===== src/rtl/keyed_wdog_pkg.sv =====
package keyed_wdog_pkg;
  localparam int unsigned KEY_W = 5;
  localparam logic [KEY_W-1:0] SVC_KEY = 5'b01100;
  localparam int unsigned SEL_W = 2;
  localparam int unsigned REG_W = SEL_W + KEY_W + 1;

  typedef logic [SEL_W-1:0] win_sel_t;

  typedef enum logic [1:0] {
    FLT_RUN     = 2'd0,
    FLT_DRIVE   = 2'd1,
    FLT_WAIT_HI = 2'd2
  } flt_state_e;
endpackage


===== src/rtl/wdog_sync.sv =====
module wdog_sync #(
  parameter int unsigned STAGES  = 2,
  parameter logic        RST_VAL = 1'b1
) (
  input  logic clk_i,
  input  logic rst_ni,
  input  logic d_i,
  output logic q_o
);
  logic [STAGES-1:0] sh_q;

  generate
    if (STAGES == 1) begin : g_one
      always_ff @(posedge clk_i or negedge rst_ni)
        if (!rst_ni) sh_q <= RST_VAL;
        else         sh_q <= d_i;
    end else begin : g_chain
      always_ff @(posedge clk_i or negedge rst_ni)
        if (!rst_ni) sh_q <= {STAGES{RST_VAL}};
        else         sh_q <= {sh_q[STAGES-2:0], d_i};
    end
  endgenerate

  assign q_o = sh_q[STAGES-1];
endmodule


===== src/rtl/wdog_cfg.sv =====
module wdog_cfg
  import keyed_wdog_pkg::*;
#(
  parameter win_sel_t WIN_RST = 2'b11,
  parameter logic     MON_RST = 1'b1
) (
  input  logic             clk_i,
  input  logic             rst_ni,
  input  logic             wr_i,
  input  logic [REG_W-1:0] wdata_i,
  output logic             locked_o,
  output win_sel_t         win_o,
  output logic             mon_o,
  output logic             acc_o,
  output logic             rej_o
);
  logic     locked_q;
  win_sel_t win_q;
  logic     mon_q;
  logic     match;

  // unlocked: key only; locked: whole byte against stored fields
  always_comb begin
    if (locked_q) match = (wdata_i == {win_q, SVC_KEY, mon_q});
    else          match = (wdata_i[KEY_W:1] == SVC_KEY);
  end

  assign acc_o = wr_i & match;
  assign rej_o = wr_i & ~match;

  always_ff @(posedge clk_i or negedge rst_ni) begin
    if (!rst_ni) begin
      locked_q <= 1'b0;
      win_q    <= WIN_RST;
      mon_q    <= MON_RST;
    end else if (acc_o && !locked_q) begin
      locked_q <= 1'b1;
      win_q    <= wdata_i[REG_W-1 -: SEL_W];
      mon_q    <= wdata_i[0];
    end
  end

  assign locked_o = locked_q;
  assign win_o    = win_q;
  assign mon_o    = mon_q;


  lock_sticky_chk: assert property (@(posedge clk_i) disable iff (!rst_ni)
    locked_q |=> locked_q);

  cfg_frozen_chk: assert property (@(posedge clk_i) disable iff (!rst_ni)
    locked_q |=> $stable({win_q, mon_q}));

  bad_key_no_lock_chk: assert property (@(posedge clk_i) disable iff (!rst_ni)
    (rej_o && !locked_q) |=> (!locked_q && $stable({win_q, mon_q})));
endmodule


===== src/rtl/wdog_window.sv =====
module wdog_window
  import keyed_wdog_pkg::*;
#(
  parameter int unsigned LO_BASE = 256,
  parameter int unsigned HI_BASE = 2048
) (
  input  logic     clk_i,
  input  logic     rst_ni,
  input  logic     run_i,
  input  logic     tick_i,
  input  logic     hold_i,
  input  logic     svc_i,
  input  logic     locked_i,
  input  win_sel_t win_i,
  output logic     err_early_o,
  output logic     err_late_o
);
  localparam int unsigned MAX_SEL = (1 << SEL_W) - 1;
  localparam int unsigned CNT_W   = $clog2(HI_BASE << MAX_SEL) + 1;

  logic [CNT_W-1:0] cnt_q, lo_lim, hi_lim;
  logic adv, good;

  assign lo_lim = CNT_W'(LO_BASE) << win_i;
  assign hi_lim = CNT_W'(HI_BASE) << win_i;

  // first (configuring) write is exempt from the lower bound
  assign err_early_o = svc_i & locked_i & (cnt_q < lo_lim);
  assign good        = svc_i & ~err_early_o;
  assign adv         = run_i & tick_i & ~hold_i;
  assign err_late_o  = adv & ~good & (cnt_q == hi_lim - CNT_W'(1));

  always_ff @(posedge clk_i or negedge rst_ni) begin
    if (!rst_ni)                  cnt_q <= '0;
    else if (!run_i || good)      cnt_q <= '0;
    else if (adv && !err_late_o)  cnt_q <= cnt_q + CNT_W'(1);
  end


  cnt_bound_chk: assert property (@(posedge clk_i) disable iff (!rst_ni)
    cnt_q < hi_lim);

  inhibit_hold_chk: assert property (@(posedge clk_i) disable iff (!rst_ni)
    (run_i && hold_i && !svc_i) |=> (cnt_q == $past(cnt_q)));

  no_tick_hold_chk: assert property (@(posedge clk_i) disable iff (!rst_ni)
    (run_i && !tick_i && !svc_i) |=> (cnt_q == $past(cnt_q)));
endmodule


===== src/rtl/wdog_fault.sv =====
module wdog_fault
  import keyed_wdog_pkg::*;
#(
  parameter int unsigned HOLD = 16
) (
  input  logic clk_i,
  input  logic rst_ni,
  input  logic err_i,
  input  logic tick_i,
  input  logic sense_i,
  output logic run_o,
  output logic drive_o
);
  localparam int unsigned HC_W = $clog2(HOLD + 1);

  flt_state_e      st_q;
  logic            drv_q;
  logic [HC_W-1:0] hc_q;

  always_ff @(posedge clk_i or negedge rst_ni) begin
    if (!rst_ni) begin
      st_q  <= FLT_RUN;
      drv_q <= 1'b0;
      hc_q  <= '0;
    end else begin
      case (st_q)
        FLT_RUN: if (err_i) begin
          st_q  <= FLT_DRIVE;
          drv_q <= 1'b1;
          hc_q  <= '0;
        end
        FLT_DRIVE: begin
          if (sense_i) hc_q <= '0;  // hold time counts only while pin reads low
          else if (tick_i) begin
            if (hc_q == HC_W'(HOLD - 1)) begin
              st_q  <= FLT_WAIT_HI;
              drv_q <= 1'b0;
              hc_q  <= '0;
            end else hc_q <= hc_q + HC_W'(1);
          end
        end
        FLT_WAIT_HI: if (sense_i) st_q <= FLT_RUN;
        default: begin
          st_q  <= FLT_RUN;
          drv_q <= 1'b0;
        end
      endcase
    end
  end

  assign run_o   = (st_q == FLT_RUN);
  assign drive_o = drv_q;


  drive_rise_chk: assert property (@(posedge clk_i) disable iff (!rst_ni)
    $rose(drv_q) |-> $past(err_i));

  drive_release_chk: assert property (@(posedge clk_i) disable iff (!rst_ni)
    $fell(drv_q) |-> !$past(sense_i));

  wait_high_chk: assert property (@(posedge clk_i) disable iff (!rst_ni)
    (st_q == FLT_WAIT_HI && !sense_i) |=> (st_q == FLT_WAIT_HI));
endmodule


===== src/rtl/keyed_wdog.sv =====
module keyed_wdog
  import keyed_wdog_pkg::*;
#(
  parameter int unsigned LO_BASE     = 256,
  parameter int unsigned HI_BASE     = 2048,
  parameter int unsigned HOLD_TICKS  = 16,
  parameter int unsigned SYNC_STAGES = 2
) (
  input  logic             clk_i,
  input  logic             rst_ni,
  input  logic             tick_i,
  input  logic             halt_i,
  input  logic             idle_i,
  input  logic             wr_en_i,
  input  logic [REG_W-1:0] wdata_i,
  output logic [REG_W-1:0] rdata_o,
  input  logic             pin_i,
  output logic             fault_drv_o
);
  logic     run, wr_go, locked, mon, acc, rej;
  logic     err_early, err_late, err, sense;
  win_sel_t win;

  assign wr_go = wr_en_i & run;
  assign err   = rej | err_early | err_late;

  wdog_sync #(.STAGES(SYNC_STAGES), .RST_VAL(1'b1)) i_sync (
    .clk_i (clk_i),
    .rst_ni(rst_ni),
    .d_i   (pin_i),
    .q_o   (sense)
  );

  wdog_cfg #(.WIN_RST(2'b11), .MON_RST(1'b1)) i_cfg (
    .clk_i   (clk_i),
    .rst_ni  (rst_ni),
    .wr_i    (wr_go),
    .wdata_i (wdata_i),
    .locked_o(locked),
    .win_o   (win),
    .mon_o   (mon),
    .acc_o   (acc),
    .rej_o   (rej)
  );

  wdog_window #(.LO_BASE(LO_BASE), .HI_BASE(HI_BASE)) i_window (
    .clk_i      (clk_i),
    .rst_ni     (rst_ni),
    .run_i      (run),
    .tick_i     (tick_i),
    .hold_i     (halt_i | idle_i),
    .svc_i      (acc),
    .locked_i   (locked),
    .win_i      (win),
    .err_early_o(err_early),
    .err_late_o (err_late)
  );

  wdog_fault #(.HOLD(HOLD_TICKS)) i_fault (
    .clk_i  (clk_i),
    .rst_ni (rst_ni),
    .err_i  (err),
    .tick_i (tick_i),
    .sense_i(sense),
    .run_o  (run),
    .drive_o(fault_drv_o)
  );

  assign rdata_o = {win, {KEY_W{1'b0}}, mon};


  ignore_wr_chk: assert property (@(posedge clk_i) disable iff (!rst_ni)
    (wr_en_i && !run) |=> $stable(rdata_o));
endmodule


===== config.mk =====
export PLATFORM = sky130hd
export DESIGN_NAME = keyed_wdog
export DESIGN_NICKNAME = d
export VERILOG_FILES = /design/src/rtl/keyed_wdog_pkg.sv /design/src/rtl/wdog_sync.sv /design/src/rtl/wdog_cfg.sv /design/src/rtl/wdog_window.sv /design/src/rtl/wdog_fault.sv /design/src/rtl/keyed_wdog.sv
export SDC_FILE = /design/constraint.sdc
export NUM_CORES = 1
export LEC_CHECK = 0
export ABC_CLOCK_PERIOD_IN_PS = 3700
export BUFFER_PORTS_ARGS = -buffer_cell sky130_fd_sc_hd__buf_2
export CAP_MARGIN = 20
export CORE_ASPECT_RATIO = 2
export CORE_MARGIN = 2
export CORE_UTILIZATION = 45
export CTS_BUF_LIST = sky130_fd_sc_hd__clkbuf_4 sky130_fd_sc_hd__clkbuf_8
export CTS_CLUSTER_DIAMETER = 150
export DETAILED_ROUTE_END_ITERATION = 8
export SLEW_MARGIN = 20
export SYNTH_ARGS = -nofsm -noshare
export SYNTH_HDL_FRONTEND = slang
export SYNTH_SLANG_ARGS = --single-unit

===== constraint.sdc =====
create_clock -name clk_i -period 3.7 [get_ports clk_i]
set_input_delay 0 -clock clk_i [delete_from_list [all_inputs] [get_ports clk_i]]
set_output_delay 0 -clock clk_i [all_outputs]
set_load 0.02 [all_outputs]

# After elaboration in Yosys (flattened, before gate mapping)
# Cells that the tools add are included.
dict set report classes {
  addsub 3
  magnitude_cmp 1
  n_eq_ne 12
  shifts 2
  mux 19
  n_bitwise 18
  n_reduce_logical 12
}
# cell count
set op_table {}
lappend op_table {{$mux 15} 2}
lappend op_table {{$mux 5} 4}
lappend op_table {{$add 15x1->15 const B} 1}
lappend op_table {{$eq 15x15->1} 1}
lappend op_table {{$lt 15x15->1} 1}
lappend op_table {{$shl 12x2->15 const A} 1}
lappend op_table {{$shl 9x2->15 const A} 1}
lappend op_table {{$sub 15x1->15 const B} 1}
lappend op_table {{$and 1x1->1} 10}
lappend op_table {{$eq 5x4->1 const B} 2}
lappend op_table {{$mux 2} 5}
lappend op_table {{$pmux 5 s2} 1}
lappend op_table {{$reduce_and 5->1} 2}
lappend op_table {{$eq 8x8->1} 1}
lappend op_table {{$ne 2x2->1 const B} 4}
lappend op_table {{$pmux 2 s3} 1}
lappend op_table {{$add 5x1->5 const B} 1}
lappend op_table {{$mux 1} 5}
lappend op_table {{$not 1->1} 5}
lappend op_table {{$reduce_bool 2->1} 2}
lappend op_table {{$logic_not 1->1} 3}
lappend op_table {{$ne 3x3->1 const B} 1}
lappend op_table {{$or 1x1->1} 3}
lappend op_table {{$pmux 1 s3} 1}
lappend op_table {{7 further kinds} 8}
dict set report totals {
  register_bits 29
  in_bits 15
  out_inout_bits 9
  elab_cells 75
}

# Longest topological paths before layout
dict set report depth {
  word_depth 14
  ltp_mapped 10
  ltp_nobuf 8
}

# Modules after synthesis
# Synthesis repeated with hierarchy kept, for this count alone.
dict set report unflattened {
  cells_unflattened 189
  hier_area_um2 1884.3
}
# module n_inst cells_each area_each_um2 seq_area_each_um2
set modules_own_cells {}
lappend modules_own_cells {wdog_window 1 120 1091.0 375.4}
lappend modules_own_cells {wdog_fault 1 39 432.9 200.2}
lappend modules_own_cells {wdog_cfg 1 18 240.2 103.8}
lappend modules_own_cells {keyed_wdog 1 10 67.6 0.0}
lappend modules_own_cells {wdog_sync 1 2 52.6 52.6}

# Worst setup path after synthesis
# OpenSTA, ideal clock, no wires.
dict set report synth_timing {
  path_type {reg2reg}
  startpoint {reg i_cfg.win_q[1] (netlist: i_cfg.win_o[1])}
  endpoint {reg i_window.cnt_q[12]}
  setup_ns 0.067
  arrival_time_ns 2.610
  t_required_ns 3.633
  path_slack_ns 1.024
  stages_incl_launch_ff 10
  n_path_buf 1
  synth_period_minus_slack_ns 2.676
  path_cell_list {dfstp_2 > clkbuf_1 > or2_2 > ha_1 > o21ai_0 > a21oi_1 > o211a_4 > or3_1 > or4_1 > nand2_1}
}
dict set report synth_via {
  elab_chain_cells 13
  word_cells_on_any_way 20
  classes_between {add/sub: 1; order compare: 1; eq/ne: 2; shift: 2; mux: 2; bitwise: 8; reduce/logical: 4}
}
# item line_no
set synth_lines {}
lappend synth_lines {{start: declaration} wdog_cfg.sv:18} ;# win_sel_t win_q;
lappend synth_lines {{start signal: assignment} wdog_cfg.sv:38} ;# win_q <= wdata_i[REG_W-1 -: SEL_W];
lappend synth_lines {{parallel branches: the longest is 13 deep, another holds $lt 15x15->1} -}
lappend synth_lines {{end signal: assignment} wdog_window.sv:36} ;# else if (adv && !err_late_o) cnt_q <= cnt_q + CNT_W'(1);
lappend synth_lines {{end: declaration} wdog_window.sv:21} ;# logic [CNT_W-1:0] cnt_q, lo_lim, hi_lim;
# Parallel ways; which one is timed is not known.
# A chain may end at the register's enable or synchronous reset.

# Worst setup path in the final report
dict set report layout_timing {
  startpoint {reg i_cfg.win_q[0] (netlist: i_cfg.win_o[0])}
  endpoint {reg i_window.cnt_q[2]}
}
# Same word-level chain as after synthesis.

==> flow_summary_export.csv <==
group,metric,value,unit
finish,antenna_cells,0,
synthesis,synth-edff-count,0,
route,drcViolationCount,0,
finish,fillers,383,
finish,post-route-util,0.5293,
finish,nets,235,
synthesis,synth-seq-cells,29,
worst_setup_path,endpoint_kind,"register",
power_and_ir_drop,p_int,0.5462,mW
sta,fmax,0.3626,GHz
floorplan,boundaryPins,24,
worst_setup_path,reg2reg_depth,8,
global_route,grt_max_degree,30,
synthesis,syn-instance-count,192,
finish,final_common_cell,"dfrtp_1",
power_and_ir_drop,swShare,0.2800,
route,vias,1516,
cts,clk_pin_slew,0.06,ns
floorplan,rows,32,
worst_setup_path,setup.worst_path.class,"register to register",
place,io_buffers,18,
min_path,whs_endpoint,"i_fault.hc_q[1]",
finish,layout-drive-gt1-share,0.2150,
route,drt_iter0_markers,35,
cts,post_cts.repair.setup_buffers,0,
power_and_ir_drop,ir_drop,0.2710,mV
sta,setup-violations-final,0,
power_and_ir_drop,p_leak,0.8695,nW
worst_setup_path,r2r_slack,0.94,ns
global_route,grt_pass1_wl,6948,µm
cts,numCtsBuffers,5,
synthesis,ys_types,52,
route,via_per_inst,5.721,
global_route,overflow,0,
sta,fin_worst_skew,0.007671,ns
worst_setup_path,startpoint,"i_cfg.win_o[0]",
min_path,min_from,"wr_en_i",
status,status,"completed",
floorplan,fp.dieW,49.01,µm
floorplan,design.core.area,0.003884,mm²
sta,period_needed,2.758,ns
worst_setup_path,r2r_end,"i_window.cnt_q[2]",
global_route,grtUsageTotal,0.1929,
sta,finalSetupTns,0,ns
place,dp_hpwl,2934,µm
route,ant_nets,0,
synthesis,ys.flop_type,"dfrtp_1",
synthesis,yosysWarnings,0,
finish,syn_to_final_growth,12.77,%
floorplan,initial_core_util,0.4694,
synthesis,async_reset_ff_frac,1.000,
synthesis,netlist_area,0.001823,mm²
power_and_ir_drop,p_sw,0.2124,mW
global_route,antenna_found_initial,0,
sta,period_share,0.7454,
cts,clock-sinks,29,
finish,ff_latch_area,732.0,µm²
sta,rsz0062_at_grt,"false",
cts,cts_resized,0,
route,dr.pass1.iters,4,
cts,clk_latency,0.27,ns
job,cap_violations,0,
floorplan,die_height,94.01,µm
sta,slew_headroom,0.5388,
floorplan,dieArea,0.004607,mm²
cts,clock_path_buffers,2,
worst_setup_path,arrival,2.97,ns
worst_setup_path,critPathLaunchType,"register",
min_path,hold-path-cell-count,4,
min_path,min_path_type,"input pin to register",
route,wl_per_cell,14.74,µm
cts,htreeDepth,2,
power_and_ir_drop,power_frac_seq,0.484,
sta,worst_slew_pin_slew,0.6865,ns
finish,final_cell_mix,"dfrtp_1, nand2_1, buf_2",
global_route,grt_pass1_vias,1504,
sta,timing.final.max_slew_violations,0,
cts,cts-root-buf,"clkbuf_8",
power_and_ir_drop,p_per_area,369.0,mW/mm²
sta,finalHoldViolCount,0,
cts,ctsHoldBuffers,5,
worst_setup_path,cp_max_fo,14,
worst_setup_path,required,3.91,ns
synthesis,ys_seq_area_frac,0.4015,
route,wirelength,3906,µm
cts,cts_tree,"yes",
place,gp_congestion,0.8155,
synthesis,synth.avg_cell_area,9.495,µm²
power_and_ir_drop,power.share.clock,0.350,
finish,multi_input_area,0.001015,mm²
power_and_ir_drop,power_frac_comb,0.166,
worst_setup_path,r2r_start,"i_cfg.win_o[0]",
==> cell usage after synthesis (2+ instances only) <==
master    instances  area share
nor4_4            2       0.023
ha_1              6       0.041
and3_1            4       0.014
o31ai_1           4       0.016
nor3_1            4       0.011
nand2b_1          6       0.021
nand2_1          18       0.037
buf_4             6       0.025
clkbuf_1          4      0.0082
or4_1             6       0.025
dfstp_2           5       0.072
a21oi_1          14       0.038
or3_1             4       0.014
nor2_1           13       0.027
nand3_1           8       0.022
mux2_2            3       0.019
o211ai_1          5       0.021
dfrtp_1          24        0.33
xor2_1            6       0.029
inv_1             4      0.0082
o21ai_0          11       0.030
a211oi_1          2      0.0082
nor4_1            2      0.0069
or2_2             3       0.010
==> worst max-delay path: stages (launching register included) <==
cell and delay [ns]:
dfstp_2 0.39, or2_2 0.31, ha_1 0.27, o21ai_0 0.14
a21oi_1 0.10, o211a_4 0.30, or3_1 0.54, or4_1 0.58
nand2_1 0.08
==> flip-flops by register name (all words and copies together) (netlist names) <==
name             count
i_fault.hc_q         5
i_cfg.win_o          2
i_window.cnt_q      15
i_fault.st_q         2
i_cfg.mon_o          1
i_cfg.locked_o       1
i_fault.drive_o      1
i_sync.sh_q          2
==> stage by stage <==
stage	instance area, µm²	hold WS [ns]	power (mW)	worst slack (ns)	instances
floorplan	1838	-0.2956	0.4591	1.024	196
global placement	1916	0.06712	0.4913	0.9748	253
detailed placement	1916	0.06869	0.4962	0.9344	253
CTS	2056	0.1052	0.7729	0.9200	265
global route	2056	0.1194	0.8035	0.7713	265
finish	2056	0.1189	0.7586	0.9422	265
==> power groups by stage <==
stage	logic, mW	clock network, mW	registers (mW)
3_3_place_gp	0.120	0	0.371
5_1_grt	0.143	0.289	0.371
6_report	0.126	0.265	0.367
3_5_place_dp	0.124	0	0.372
4_1_cts	0.128	0.278	0.367
2_1_floorplan	0.0896	0	0.369
==> cell families after synthesis <==
logic type,share of synthesized area
other,0.002057
multiplexers,0.02402
AND/OR/NAND/NOR,0.2821
flip-flops,0.4015
XOR/XNOR,0.02883
adder cells (fa/ha/maj),0.04118
buffers and inverters,0.05009
AO/OA/AOI/OAI,0.1702
==> layout make-up <==
type / count / area share
tap: 51 / 0.03104
clock buffer: 7 / 0.04382
sequential: 29 / 0.3561
inverter: 4 / 0.007304
timing repair buffer: 23 / 0.06817
multi-input combinational: 151 / 0.4936
==> metal layers <==
layer / share of wire / wire length (µm) / GRT usage / up-vias
met5: 0 / 0 / 0 / -
met4: 0.0079 / 31 / 0.08333 / 0
met3: 0.024 / 93 / 0.03185 / 4
met2: 0.58 / 2257 / 0.3550 / 22
met1: 0.39 / 1524 / 0.2136 / 754
li1: - / - / - / 736
==> worst max-delay path by stage <==
stage	endpoint	cells past startpoint
global route	i_window.cnt_q[14]	8
global placement	i_window.cnt_q[12]	8
detailed placement	i_window.cnt_q[2]	8
finish	i_window.cnt_q[2]	8
floorplan	i_window.cnt_q[12]	9
CTS	i_window.cnt_q[12]	8
(Power assumes the default switching activity.)
